--- config.mk ---
export PLATFORM = sky130hd
export DESIGN_NAME = sc_ctrl_decode
export DESIGN_NICKNAME = d
export VERILOG_FILES = /design/src/rtl/sc_ctl_pkg.sv /design/src/rtl/sc_opc_class.sv /design/src/rtl/sc_alu_sel.sv /design/src/rtl/sc_pc_steer.sv /design/src/rtl/sc_ctrl_decode.sv
export SDC_FILE = /design/constraint.sdc
export NUM_CORES = 1
export LEC_CHECK = 0
export BUFFER_PORTS_ARGS = -buffer_cell sky130_fd_sc_hd__buf_2
export CORE_AREA = 3 3 40 42
export DETAILED_ROUTE_END_ITERATION = 10
export DIE_AREA = 0 0 43 45
export GPL_TIMING_DRIVEN = 0
export SYNTH_ARGS = -nofsm -noshare
export SYNTH_HDL_FRONTEND = slang
export SYNTH_SLANG_ARGS = --single-unit
export TNS_END_PERCENT = 5
--- constraint.sdc ---
create_clock -name vclk -period 1.4
set_clock_uncertainty 0.1 [all_clocks]
set_input_delay 0.14 -clock vclk [all_inputs]
set_output_delay 0.14 -clock vclk [all_outputs]
set_load 0.1 [all_outputs]
--- src/rtl/sc_ctl_pkg.sv ---
package sc_ctl_pkg;

    localparam int unsigned OPC_W = 6;
    localparam int unsigned FN_W  = 6;
    localparam int unsigned AOP_W = 4;

    localparam logic [OPC_W-1:0] OPC_REG   = 6'd0;
    localparam logic [OPC_W-1:0] OPC_JMP   = 6'd2;
    localparam logic [OPC_W-1:0] OPC_BEQ   = 6'd4;
    localparam logic [OPC_W-1:0] OPC_BNE   = 6'd5;
    localparam logic [OPC_W-1:0] OPC_BLEZ  = 6'd6;
    localparam logic [OPC_W-1:0] OPC_BGTZ  = 6'd7;
    localparam logic [OPC_W-1:0] OPC_ADDI  = 6'd8;
    localparam logic [OPC_W-1:0] OPC_ANDI  = 6'd12;
    localparam logic [OPC_W-1:0] OPC_ORI   = 6'd13;
    localparam logic [OPC_W-1:0] OPC_XORI  = 6'd14;
    localparam logic [OPC_W-1:0] OPC_LOAD  = 6'd35;
    localparam logic [OPC_W-1:0] OPC_STORE = 6'd43;

    localparam logic [FN_W-1:0] FN_ADD = 6'h20;
    localparam logic [FN_W-1:0] FN_SUB = 6'h22;
    localparam logic [FN_W-1:0] FN_AND = 6'h24;
    localparam logic [FN_W-1:0] FN_OR  = 6'h25;
    localparam logic [FN_W-1:0] FN_XOR = 6'h26;
    localparam logic [FN_W-1:0] FN_NOR = 6'h27;

    typedef enum logic [AOP_W-1:0] {
        AOP_ADD  = 4'd0,
        AOP_SUB  = 4'd1,
        AOP_AND  = 4'd2,
        AOP_OR   = 4'd3,
        AOP_XOR  = 4'd4,
        AOP_NOR  = 4'd5,
        AOP_CEQ  = 4'd8,
        AOP_CNE  = 4'd9,
        AOP_CLEZ = 4'd10,
        AOP_CGTZ = 4'd11
    } alu_op_e;

    typedef enum logic [2:0] {
        K_REG,
        K_IMM,
        K_LOAD,
        K_STORE,
        K_BRANCH,
        K_JUMP,
        K_BAD
    } ikind_e;

endpackage

--- src/rtl/sc_opc_class.sv ---
module sc_opc_class
    import sc_ctl_pkg::*;
(
    input  logic [OPC_W-1:0] opcode_i,
    output ikind_e           kind_o,
    output alu_op_e          dir_op_o
);

    always_comb begin
        kind_o   = K_BAD;
        dir_op_o = AOP_ADD;
        unique case (opcode_i)
            OPC_REG:   kind_o = K_REG;
            OPC_JMP:   kind_o = K_JUMP;
            OPC_BEQ:   begin kind_o = K_BRANCH; dir_op_o = AOP_CEQ;  end
            OPC_BNE:   begin kind_o = K_BRANCH; dir_op_o = AOP_CNE;  end
            OPC_BLEZ:  begin kind_o = K_BRANCH; dir_op_o = AOP_CLEZ; end
            OPC_BGTZ:  begin kind_o = K_BRANCH; dir_op_o = AOP_CGTZ; end
            OPC_ADDI:  begin kind_o = K_IMM;    dir_op_o = AOP_ADD;  end
            OPC_ANDI:  begin kind_o = K_IMM;    dir_op_o = AOP_AND;  end
            OPC_ORI:   begin kind_o = K_IMM;    dir_op_o = AOP_OR;   end
            OPC_XORI:  begin kind_o = K_IMM;    dir_op_o = AOP_XOR;  end
            OPC_LOAD:  kind_o = K_LOAD;
            OPC_STORE: kind_o = K_STORE;
            default:   kind_o = K_BAD;
        endcase
    end

endmodule

--- src/rtl/sc_alu_sel.sv ---
module sc_alu_sel
    import sc_ctl_pkg::*;
(
    input  ikind_e          kind_i,
    input  alu_op_e         dir_op_i,
    input  logic [FN_W-1:0] funct_i,
    output alu_op_e         alu_op_o,
    output logic            fn_bad_o
);

    alu_op_e fn_op;
    logic    fn_known;

    always_comb begin
        fn_op    = AOP_ADD;
        fn_known = 1'b1;
        unique case (funct_i)
            FN_ADD:  fn_op = AOP_ADD;
            FN_SUB:  fn_op = AOP_SUB;
            FN_AND:  fn_op = AOP_AND;
            FN_OR:   fn_op = AOP_OR;
            FN_XOR:  fn_op = AOP_XOR;
            FN_NOR:  fn_op = AOP_NOR;
            default: fn_known = 1'b0;
        endcase
    end

    always_comb begin
        fn_bad_o = 1'b0;
        unique case (kind_i)
            K_REG: begin
                alu_op_o = fn_op;
                fn_bad_o = !fn_known;
            end
            K_IMM, K_BRANCH:  alu_op_o = dir_op_i;
            K_LOAD, K_STORE:  alu_op_o = AOP_ADD;
            default:          alu_op_o = AOP_ADD;
        endcase
    end

endmodule

--- src/rtl/sc_pc_steer.sv ---
module sc_pc_steer
    import sc_ctl_pkg::*;
(
    input  ikind_e kind_i,
    input  logic   cond_met_i,
    output logic   jump_o,
    output logic   branch_o
);

    always_comb begin
        jump_o   = (kind_i == K_JUMP);
        branch_o = (kind_i == K_BRANCH) && cond_met_i;
    end

endmodule

--- src/rtl/sc_ctrl_decode.sv ---
module sc_ctrl_decode
    import sc_ctl_pkg::*;
(
    input  logic [5:0] opcode_i,
    input  logic [5:0] funct_i,
    input  logic       cond_met_i,
    output logic       dst_sel_rd_o,
    output logic       alu_src_imm_o,
    output logic       load_to_reg_o,
    output logic       reg_we_o,
    output logic       mem_rd_o,
    output logic       mem_we_o,
    output logic       pc_sel_jump_o,
    output logic       pc_sel_branch_o,
    output logic [3:0] alu_op_o,
    output logic       illegal_o
);

    ikind_e  kind;
    alu_op_e dir_op;
    alu_op_e sel_op;
    logic    fn_bad;
    logic    bad;

    sc_opc_class u_class (
        .opcode_i (opcode_i),
        .kind_o   (kind),
        .dir_op_o (dir_op)
    );

    sc_alu_sel u_alu_sel (
        .kind_i   (kind),
        .dir_op_i (dir_op),
        .funct_i  (funct_i),
        .alu_op_o (sel_op),
        .fn_bad_o (fn_bad)
    );

    sc_pc_steer u_pc (
        .kind_i     (kind),
        .cond_met_i (cond_met_i),
        .jump_o     (pc_sel_jump_o),
        .branch_o   (pc_sel_branch_o)
    );

    always_comb begin
        bad             = (kind == K_BAD) || fn_bad;
        illegal_o       = bad;
        dst_sel_rd_o    = (opcode_i == OPC_REG);
        alu_src_imm_o   = (opcode_i != OPC_REG) && (opcode_i != OPC_BEQ)
                          && (opcode_i != OPC_BNE);
        load_to_reg_o   = (kind == K_LOAD);
        mem_rd_o        = (kind == K_LOAD);
        mem_we_o        = (kind == K_STORE);
        reg_we_o        = !bad && ((kind == K_REG) || (kind == K_IMM)
                          || (kind == K_LOAD));
        alu_op_o        = sel_op;
    end

endmodule

# Word-level counts from Yosys, hierarchy flattened
# Cells that the tools add are included.
# totals
regBits	0
out_inout_bits	13
in_bits	13
word_cells	47
# classes
n_reduce_logical	16
eq_ne	25
n_mux	6
# ops
cell	count
6-bit equality test, second input constant	8
4-bit one-hot mux with 7 select lines	1
6-bit by 3-bit equality test with 1-bit output, second input constant	4
6-bit by 4-bit equality test with 1-bit output, second input constant	4
3-bit one-hot mux with 6 select lines	1
3-bit one-hot mux with 5 select lines	1
6-bit by 3-bit inequality test with 1-bit output, second input constant	2
3-bit equality test, second input constant	3
4-bit one-hot mux with 2 select lines	1
4-bit OR reduction	2
3-bit by 2-bit equality test with 1-bit output, second input constant	2
6-bit by 2-bit equality test with 1-bit output, second input constant	1
6-bit logical NOT	1
6-bit nonzero test	1
6-bit OR reduction	1
1-bit logical AND	4
3-bit by 1-bit equality test with 1-bit output, second input constant	1
3-bit logical NOT	1
1-bit logical OR	3
1-bit logical NOT	2
1-bit two-way mux	2
2-bit OR reduction	1

# Logic depth before layout (Yosys ltp)
# Gate-level depths: netlist of run 1.
# depth
ltp_word	8
ltp_mapped	4
ltp_nobuf	3

# Hierarchy
# From an unflattened synthesis of run 1, not the netlist that was laid out.
# hier_totals
cells_unflattened	56
hier_area_um2	377.9
# by_module_without_submodules
mod	seq_area_each_um2	area_each_um2	cells_per_inst	n_inst
sc_opc_class	0.0	163.9	29	1
sc_alu_sel	0.0	116.4	15	1
sc_ctrl_decode	0.0	75.1	10	1
sc_pc_steer	0.0	22.5	2	1

# Least setup slack after synthesis of run 1
# OpenSTA, ideal clock, no wires.
# synth_timing
kind	input -> output
start	in opcode_i[0]
end	out mem_rd_o
required_time_ns	1.160
path_stages	4
t_arrival_ns	3.214
path_buffers	2
setup_slack_ns	-2.054
path_cell_list	clkbuf_1 nand4b_1 nor3_1 buf_4
# synth_via
elab_chain_len	4
word_cells_on_any_way	16
classes_between	12 x eq/ne; 1 x mux; 3 x reduce/logical
# synth_rtl
element	line	text
from (decl)	sc_ctrl_decode.sv:4	input logic [5:0] opcode_i,
6-bit by 4-bit equality test with 1-bit output / 6-bit by 3-bit equality test with 1-bit output (equally long branches)	sc_opc_class.sv:12	unique case (opcode_i)
4-bit OR reduction (no line)	n/a	
3-bit one-hot mux with 6 select lines (*)	sc_opc_class.sv:12	
3-bit by 2-bit equality test with 1-bit output (*)	n/a	
to (decl)	sc_ctrl_decode.sv:11	output logic mem_rd_o,
# Every way passes the cells marked *; elsewhere a longest branch is shown, timed or not.

# Final worst setup path of run 1
# layout_timing
start	in funct_i[3]
end	out alu_op_o[1]
# layout_via
elab_chain_len	3
word_cells_on_any_way	7
classes_between	5 x eq/ne; 2 x mux
# layout_rtl
element	line	text
from (decl)	sc_ctrl_decode.sv:5	input logic [5:0] funct_i,
6-bit equality test	sc_alu_sel.sv:17	unique case (funct_i)
3-bit one-hot mux with 5 select lines (*)	sc_alu_sel.sv:17	
4-bit one-hot mux with 2 select lines (*)	sc_alu_sel.sv:30	unique case (kind_i)
to (decl)	sc_ctrl_decode.sv:15	output logic [3:0] alu_op_o,
# Marked as above.

==> run_results.csv, run 1 <==
group,metric,value,unit
cells_and_area,clock_buffers,0,
timing,fmax,533,MHz
floorplan,fp.dieH,45,µm
route,drc_errors,0,
cells_and_area,drive_above_1_share,57.6,%
floorplan,ios,26,
placed_design,place_inst,80,
timing,fin_ws,-475,ps
timing,hold_viol_final,0,
global_route,grt_pass1_vias,312,
global_route,grt_pass1_wl,1310,µm
hold_path,min_path_type,"in -> out",
route,wl_per_cell,11.7,µm
critical_path,criticalPathCategory,"in -> out",
global_route,grt.overflow.total,0,
outcome,status,"complete, but fails checks",
cells_and_area,num-nets-final,81,
route,vias,387,
outcome,violations,"negative setup slack",
timing,hold_ws,539,ps
global_route,antenna_found_initial,0,
synth,yosysTopAreaCellShare,7.46,%
global_route,grt_max_degree,10,
timing,drv_slew,0,
cells_and_area,seqCellArea,0,µm²
timing,setup_viol,6,
timing,worstMarginPinSlew,311,ps
cells_and_area,mostFrequentLayoutCell,"buf_2",
timing,rsz0062_at_grt,"true",
synth,postSynthCellCount,41,
route,wirelength,948,µm
power,vdd_drop_max,0.000113,V
cells_and_area,fill_cells,123,
power,p_per_area,304,mW/mm²
critical_path,critical_path_buf_inv_count,2,
synth,synth.net_count,54,
cells_and_area,syn_to_final_growth,114,%
critical_path,cp_max_fo,3,
critical_path,slowest_stage,"or4b_4",
timing,period_needed,1870,ps
critical_path,required,1160,ps
timing,finalCritPeriodShare,134,%
synth,synth_area,285,µm²
timing,maxSlewHeadroom,79.4,%
critical_path,start_kind,"input port",
synth,yosys_warnings,0,
cells_and_area,seq_cells,0,
placed_design,gp_congestion,0.760,
job,max-cap-violations,0,
critical_path,path_cells,"buf_6 -> or3b_4 -> or4b_4 -> o32ai_4 -> buf_12",
hold_path,min_to,"alu_op_o[3]",
floorplan,die_w,43,µm
route,via_per_inst,4.78,
cells_and_area,stdcell_count,81,
placed_design,numPortBuffers,24,
critical_path,end_kind,"primary output",
hold_path,hp-start,"opcode_i[3]",
cells_and_area,mostFrequentLayoutCells,"10 x buf_2, 8 x buf_6, 4 x nand2_1, 4 x buf_12, 3 x nor2b_1",
hold_path,hold_depth,3,
critical_path,arrival,1630,ps
synth,ys_seq_area_share,0,%
critical_path,critPathTopFamily,"simple AND/OR/NAND/NOR gates",
global_route,grt_util_all_layers,8.29,%
floorplan,start_util,22.2,%
floorplan,row_count,13,
synth,syn_avg_cell_area,6.96,µm²
floorplan,core_area,0.00128,mm²
synth,synth_area_leader_cell,"nor4_4",
synth,yosysUniqueCellTypes,29,
floorplan,die_area,0.00194,mm²
power,power.total,186,µW
power,leakage,0.253,nW
cells_and_area,diodes,0,
route,ant_nets,0,
placed_design,pre_cts_slack,-718,ps
clock_tree,postCtsHoldBufs,0,
synth,ys_top_cells_by_area,"nor4_4 7.5%, nor2b_1 6.6%, o32ai_2 5.7%",
critical_path,critPathMaxStageDelay,550,ps
route,first_iter_violations,5,
placed_design,dp_hpwl,708,µm
route,drtPass1Iterations,2,
==> what timing repair did <==
item / 4_1_cts / 5_1_grt
pin swaps: 6 / 1
resized for setup: 29 / 8
cloned: 0 / 0
setup buffers: 1 / 0
endpoints found under the setup margin: 11 / 13
==> cell families after synthesis <==
family / count (synthesis) / share of synthesized area (%)
and+or+nand+nor: 26 / 62.7
AOI/OAI and AO/OA: 9 / 23.7
buffers and inverters: 5 / 10.5
xor gates and xnor gates: 1 / 3.07
==> report_power, final <==
group | internal, mW | leakage [nW] | total [mW] | switching, mW
Combinational | 0.0649 | 0.253 | 0.186 | 0.121
Sequential | 0 | 0 | 0 | 0
Clock | 0 | 0 | 0 | 0
Total | 0.0649 | 0.253 | 0.186 | 0.121
==> layer usage <==
| metal | vias to the layer above | wire length (µm) | track usage (%) |
|---|---|---|---|
| met2 | 12 | 463 | 14.4 |
| met5 | - | 0 | 0 |
| met3 | 0 | 64 | 1.20 |
| li1 | 206 | - | - |
| met1 | 169 | 420 | 11.7 |
| met4 | 0 | 0 | 0 |
==> per-stage QoR <==
stage	utilization (%)	area, µm²	TNS, ps
after CTS	45.6	586	-1490
after detailed placement	37.3	479	-3500
after floorplan	-	340	-5240
after global placement	37.3	479	-3480
after global routing	47.6	612	-1740
final	47.6	612	-1420
==> synth_stat cells <==
master,instances
o211ai_1,1
xnor2_1,1
nand4b_1,1
or3b_1,1
nand2_1,4
and3_1,2
o311a_1,1
a21oi_1,2
nor3b_1,2
o22ai_1,1
nor2_1,2
buf_6,1
or4b_4,1
or2b_1,1
inv_1,2
and2_1,1
clkbuf_1,1
o32ai_2,1
buf_4,1
o21ai_0,1
nor2b_1,3
nor3_1,2
nor4_4,1
o21ai_1,1
nand4_1,1
nor4_1,1
a211oi_1,1
or3_1,2
or3b_2,1
==> cell type report <==
class	count	area, µm²	area share [%]
Inverter	2	7.51	1.23
Timing Repair Buffer	25	246	40.3
Multi-Input combinational cell	36	315	51.5
Buffer	3	23.8	3.89
Tap cell	15	18.8	3.07
==> worst max path at each step <==
stage             endpoint  slack, ps       start  depth (start not counted)
4_1_cts        alu_op_o[1]       -480  funct_i[3]                          5
3_5_place_dp   alu_op_o[1]       -720  funct_i[3]                          5
2_1_floorplan  alu_op_o[1]       -770  funct_i[3]                          3
5_1_grt        alu_op_o[1]       -510  funct_i[3]                          5
3_3_place_gp   alu_op_o[1]       -720  funct_i[3]                          5
6_report       alu_op_o[1]       -470  funct_i[3]                          5
Note: power is estimated with default switching activity, not from simulation.
==> run 2, diff against run 1 <==
--- a/config.mk
+++ b/config.mk
@@ -5,6 +5,7 @@
 export SDC_FILE = /design/constraint.sdc
 export NUM_CORES = 1
 export LEC_CHECK = 0
+export ABC_AREA = 1
 export BUFFER_PORTS_ARGS = -buffer_cell sky130_fd_sc_hd__buf_2
 export CORE_AREA = 3 3 40 42
 export DETAILED_ROUTE_END_ITERATION = 10
==> run 2 against run 1 <==
Net effect: combinational power rose by 5%; setup slack improved by 530 ps; global-route usage rose by 2.1 points; highest routed layer unchanged; area after synthesis rose by 21%; the flow now finishes without violations; die area did not move.
==> run_results.csv, run 2 <==
group,metric,value,unit
outcome,status,"finished clean",
cells_and_area,drive_above_1_share,42.3,%
route,first_iter_violations,2,
job,max-cap-violations,0,
synth,post-synth-top-count-cell,"inv_1",
timing,hold_viol_final,0,
cells_and_area,num-nets-final,119,
critical_path,path_cells,"buf_2 -> nor2_2 -> nand3_4 -> inv_8 -> nand3_2 -> nand4_1 -> buf_8",
hold_path,min_path_type,"in -> out",
hold_path,hp-start,"funct_i[4]",
timing,tns,0,ps
global_route,grt.overflow.total,0,
hold_path,hold_depth,5,
power,leakage,0.385,nW
critical_path,critPathTopFamily,"simple AND/OR/NAND/NOR gates",
timing,maxSlewHeadroom,68.0,%
route,via_per_inst,4.52,
synth,synth.net_count,91,
critical_path,cp_max_fo,5,
synth,synthTopCellsByCount,"22 x inv_1, 16 x nand2_1, 14 x nor2_1",
global_route,antenna_found_initial,0,
floorplan,die_area,0.00194,mm²
critical_path,start_kind,"input port",
floorplan,ios,26,
timing,fin_ws,53.3,ps
clock_tree,postCtsSetupRepairBufs,0,
cells_and_area,mostFrequentLayoutCell,"inv_1",
route,drc_errors,0,
global_route,grt_max_degree,9,
critical_path,end_kind,"primary output",
placed_design,gp_congestion,0.872,
cells_and_area,mostFrequentLayoutCells,"22 x inv_1, 13 x buf_2, 12 x nand2_1",
timing,period_needed,1350,ps
cells_and_area,fill_cells,143,
route,drtPass1Iterations,2,
cells_and_area,seqCellArea,0,µm²
timing,setup_viol,0,
synth,yosys_warnings,0,
cells_and_area,syn_to_final_growth,85.9,%
power,vdd_drop_max,0.000114,V
clock_tree,postCtsHoldBufs,0,
global_route,grt_util_all_layers,10.4,%
critical_path,required,1160,ps
cells_and_area,clock_buffers,0,
timing,hold_ws,611,ps
synth,syn_avg_cell_area,4.44,µm²
critical_path,arrival,1110,ps
synth,yosysUniqueCellTypes,15,
synth,synth_area_leader_cell,"inv_1",
placed_design,numPortBuffers,26,
cells_and_area,seq_cells,0,
route,wirelength,1060,µm
synth,yosysTopAreaCellShare,23.8,%
power,p_per_area,303,mW/mm²
route,wl_per_cell,8.87,µm
floorplan,fp.dieH,45,µm
synth,ys_seq_area_share,0,%
critical_path,critPathMaxStageDelay,220,ps
critical_path,critical_path_buf_inv_count,3,
synth,postSynthCellCount,78,
timing,rsz0062_at_grt,"true",
synth,ys_top_cells_by_area,"inv_1 24%, nand2_1 17%, nor2_1 15%",
placed_design,dp_hpwl,849,µm
cells_and_area,diodes,0,
cells_and_area,postLayoutCellArea,644,µm²
timing,finalCritPeriodShare,96.2,%
cells_and_area,fin_util,50.1,%
floorplan,die_w,43,µm
floorplan,core_area,0.00128,mm²
cells_and_area,multi_input_area,314,µm²
global_route,grt_pass1_wl,1690,µm
critical_path,slowest_stage,"nor2_2",
hold_path,min_to,"alu_op_o[2]",
synth,synth_area,347,µm²
route,vias,538,
critical_path,criticalPathCategory,"in -> out",
timing,drv_slew,0,
placed_design,pre_cts_slack,-221,ps
global_route,grt_pass1_vias,463,
floorplan,row_count,13,
timing,fmax,743,MHz
timing,worstMarginPinSlew,484,ps
placed_design,placed_area,520,µm²
route,ant_nets,0,
floorplan,start_util,27.0,%
## run 2: cell count changes after synthesis, moves of 2 or more
cell and delta:
nor3b_1 -2, nand3_1 +9, o21ai_0 +4, and3_1 -2
inv_1 +20, or3_1 -2, nand2_1 +12, nor2_1 +12
nor2b_1 -3, nand4_1 +2
## run 2: logic make-up after synthesis
logic type | synth area share (%)
buffers and inverters | 27.1
AO/OA/AOI/OAI | 12.6
AND/OR/NAND/NOR | 60.3
## run 2: final cells by class
| class | instances | share of cell area (%) |
|---|---|---|
| multi-input cells | 54 | 48.7 |
| repair buffers | 26 | 32.6 |
| inverters | 23 | 14.6 |
| plain buffers | 1 | 1.17 |
| well taps | 15 | 2.91 |
## run 2: worst max-delay path by stage
stage | startpoint | depth (start not counted) | end
finish | opcode_i[1] | 7 | alu_op_o[1]
detailed placement | opcode_i[1] | 7 | alu_op_o[1]
global placement | opcode_i[1] | 7 | alu_op_o[1]
global route | opcode_i[1] | 7 | alu_op_o[1]
floorplan | opcode_i[1] | 5 | alu_op_o[1]
CTS | opcode_i[5] | 7 | alu_op_o[1]
## run 2: repair_timing
action	CTS	global route
pin swaps	0	2
setup endpoints to repair	7	10
resized for setup	13	26
cloned	0	0
## run 2: report_power, final
part | total (mW) | switching (mW) | internal, mW
combinational | 0.195 | 0.137 | 0.0587
clock | 0 | 0 | 0
sequential | 0 | 0 | 0
## run 2: metal layers
layer / vias to the layer above / wire (µm) / share of wire [%] / GRT usage (%)
met4: 0 / 0 / 0 / 1.20
met1: 232 / 433 / 41 / 14.6
met5: - / 0 / 0 / 0
met2: 16 / 549 / 52 / 17.7
met3: 0 / 71 / 6.7 / 1.20
li1: 290 / - / - / -
## run 2: through the flow
stage / total power, mW / instances
floorplan: 0.118 / 78
global placement: 0.160 / 119
detailed placement: 0.161 / 119
CTS: 0.173 / 119
global route: 0.209 / 119
finish: 0.195 / 119
## run 2: worst min-delay path, cell delays in order
cell	delay (ps)
buf_2	80
nor2_1	40
nand3_1	70
o21ai_2	60
buf_6	180
==> run 3, diff against run 2 <==
--- a/config.mk
+++ b/config.mk
@@ -5,12 +5,15 @@
 export SDC_FILE = /design/constraint.sdc
 export NUM_CORES = 1
 export LEC_CHECK = 0
-export ABC_AREA = 1
 export BUFFER_PORTS_ARGS = -buffer_cell sky130_fd_sc_hd__buf_2
-export CORE_AREA = 3 3 40 42
+export CELL_PAD_IN_SITES_DETAIL_PLACEMENT = 1
+export CELL_PAD_IN_SITES_GLOBAL_PLACEMENT = 1
+export CORE_AREA = 3 3 41 43
 export DETAILED_ROUTE_END_ITERATION = 10
-export DIE_AREA = 0 0 43 45
+export DIE_AREA = 0 0 44 46
 export GPL_TIMING_DRIVEN = 0
+export PLACE_DENSITY_LB_ADDON = 0.1
+export RECOVER_POWER = 100
 export SYNTH_ARGS = -nofsm -noshare
 export SYNTH_HDL_FRONTEND = slang
 export SYNTH_SLANG_ARGS = --single-unit
==> run 3 against run 2 <==
Net effect: the run now ends with negative setup slack left; critical path depth decreased by 2; cell area decreased by 6.2%; global-route usage increased by 1.5 points; hold slack got worse by 72 ps; total power decreased by 6.1%; core utilization decreased by 4.8 points; setup slack got worse by 560 ps; critical path type unchanged; critical endpoint unchanged.
==> run_results.csv, run 3 (synthesis gave the netlist of run 1 again) <==
group,metric,value,unit
outcome,status,"complete, but fails checks",
outcome,violations,"negative setup slack",
cells_and_area,syn_to_final_growth,112,%
timing,hold_viol_final,0,
power,leakage,0.250,nW
global_route,grt_max_degree,10,
critical_path,critPathMaxStageDelay,560,ps
route,drc_errors,0,
floorplan,die_area,0.00202,mm²
route,via_per_inst,5.05,
timing,fmax,526,MHz
global_route,grt.overflow.total,0,
placed_design,dp_hpwl,883,µm
hold_path,hp-start,"opcode_i[3]",
cells_and_area,clock_buffers,0,
floorplan,ios,26,
route,drtPass1Iterations,2,
timing,fin_ws,-502,ps
critical_path,start_kind,"input port",
timing,worstMarginPinSlew,486,ps
placed_design,pre_cts_slack,-773,ps
timing,drv_slew,0,
route,wl_per_cell,13.2,µm
power,vdd_drop_max,0.000102,V
global_route,antenna_found_initial,0,
critical_path,required,1160,ps
route,wirelength,1070,µm
timing,setup_viol,7,
route,ant_nets,0,
power,power.total,183,µW
global_route,grt_pass1_wl,1880,µm
cells_and_area,fill_cells,162,
placed_design,place_inst,80,
critical_path,cp_max_fo,6,
hold_path,min_to,"alu_op_o[3]",
floorplan,core_area,0.00133,mm²
hold_path,min_path_type,"in -> out",
job,max-cap-violations,0,
timing,rsz0062_at_grt,"true",
cells_and_area,drive_above_1_share,57.6,%
floorplan,die_w,44,µm
floorplan,fp.dieH,46,µm
route,first_iter_violations,3,
cells_and_area,mostFrequentLayoutCell,"buf_2",
timing,finalCritPeriodShare,136,%
cells_and_area,stdcell_count,81,
cells_and_area,num-nets-final,81,
floorplan,start_util,21.4,%
critical_path,path_cells,"buf_2 -> nor4_4 -> or4b_4 -> o32ai_4 -> buf_12",
global_route,grt_pass1_vias,443,
critical_path,criticalPathCategory,"in -> out",
timing,period_needed,1900,ps
floorplan,row_count,13,
clock_tree,postCtsHoldBufs,0,
timing,hold_ws,540,ps
route,vias,409,
power,p_per_area,303,mW/mm²
cells_and_area,seqCellArea,0,µm²
cells_and_area,mostFrequentLayoutCells,"10 x buf_2, 8 x buf_6, 4 x nand2_1",
critical_path,end_kind,"primary output",
global_route,grt_util_all_layers,11.9,%
critical_path,slowest_stage,"or4b_4",
hold_path,hold_depth,3,
critical_path,arrival,1660,ps
cells_and_area,diodes,0,
placed_design,gp_congestion,0.700,
timing,maxSlewHeadroom,67.9,%
placed_design,numPortBuffers,24,
critical_path,critical_path_buf_inv_count,2,
critical_path,critPathTopFamily,"simple AND/OR/NAND/NOR gates",
cells_and_area,seq_cells,0,
==> run 3: what timing repair did <==
action / 4_1_cts / 5_1_grt
gates resized for setup: 31 / 4
buffers inserted: 1 / 0
setup endpoints to repair: 11 / 11
pin swaps: 5 / 0
==> run 3: how the worst max path moves through the flow <==
stage | from | endpoint | slack [ps] | depth (start not counted)
detailed placement | funct_i[3] | alu_op_o[1] | -770 | 5
finish | opcode_i[4] | alu_op_o[1] | -500 | 5
global placement | funct_i[3] | alu_op_o[1] | -740 | 5
global route | funct_i[3] | alu_op_o[1] | -540 | 5
floorplan | funct_i[3] | alu_op_o[1] | -770 | 3
CTS | funct_i[3] | alu_op_o[1] | -510 | 5
==> run 3: area by class of cell <==
cell class / instances / area, µm² / area share [%]
multi-input combinational: 36 / 315 / 52.2
tap: 15 / 18.8 / 3.11
buffer: 3 / 23.8 / 3.93
timing repair buffer: 25 / 239 / 39.5
inverter: 2 / 7.51 / 1.24
==> run 3: per-stage QoR <==
stage | util (%) | area, µm² | TNS, ps
after floorplan | - | 340 | -5240
after global placement | 35.9 | 479 | -3810
after detailed placement | 35.9 | 479 | -3870
after CTS | 44.3 | 591 | -1590
after global routing | 45.3 | 604 | -1940
final | 45.3 | 604 | -1580
==> run 3: routing by layer <==
metal / GRT usage [%] / wire length [µm] / up-vias
met5: 0 / 0 / -
met4: 0 / 0 / 0
met3: 1.19 / 109 / 0
met2: 21.8 / 477 / 23
met1: 15.7 / 485 / 179
li1: - / - / 207
==> run 3: report_power, final <==
group	leakage [nW]	switching (mW)	internal, mW
clock	0	0	0
sequential	0	0	0
combinational	0.250	0.121	0.0620
total	0.250	0.121	0.0620
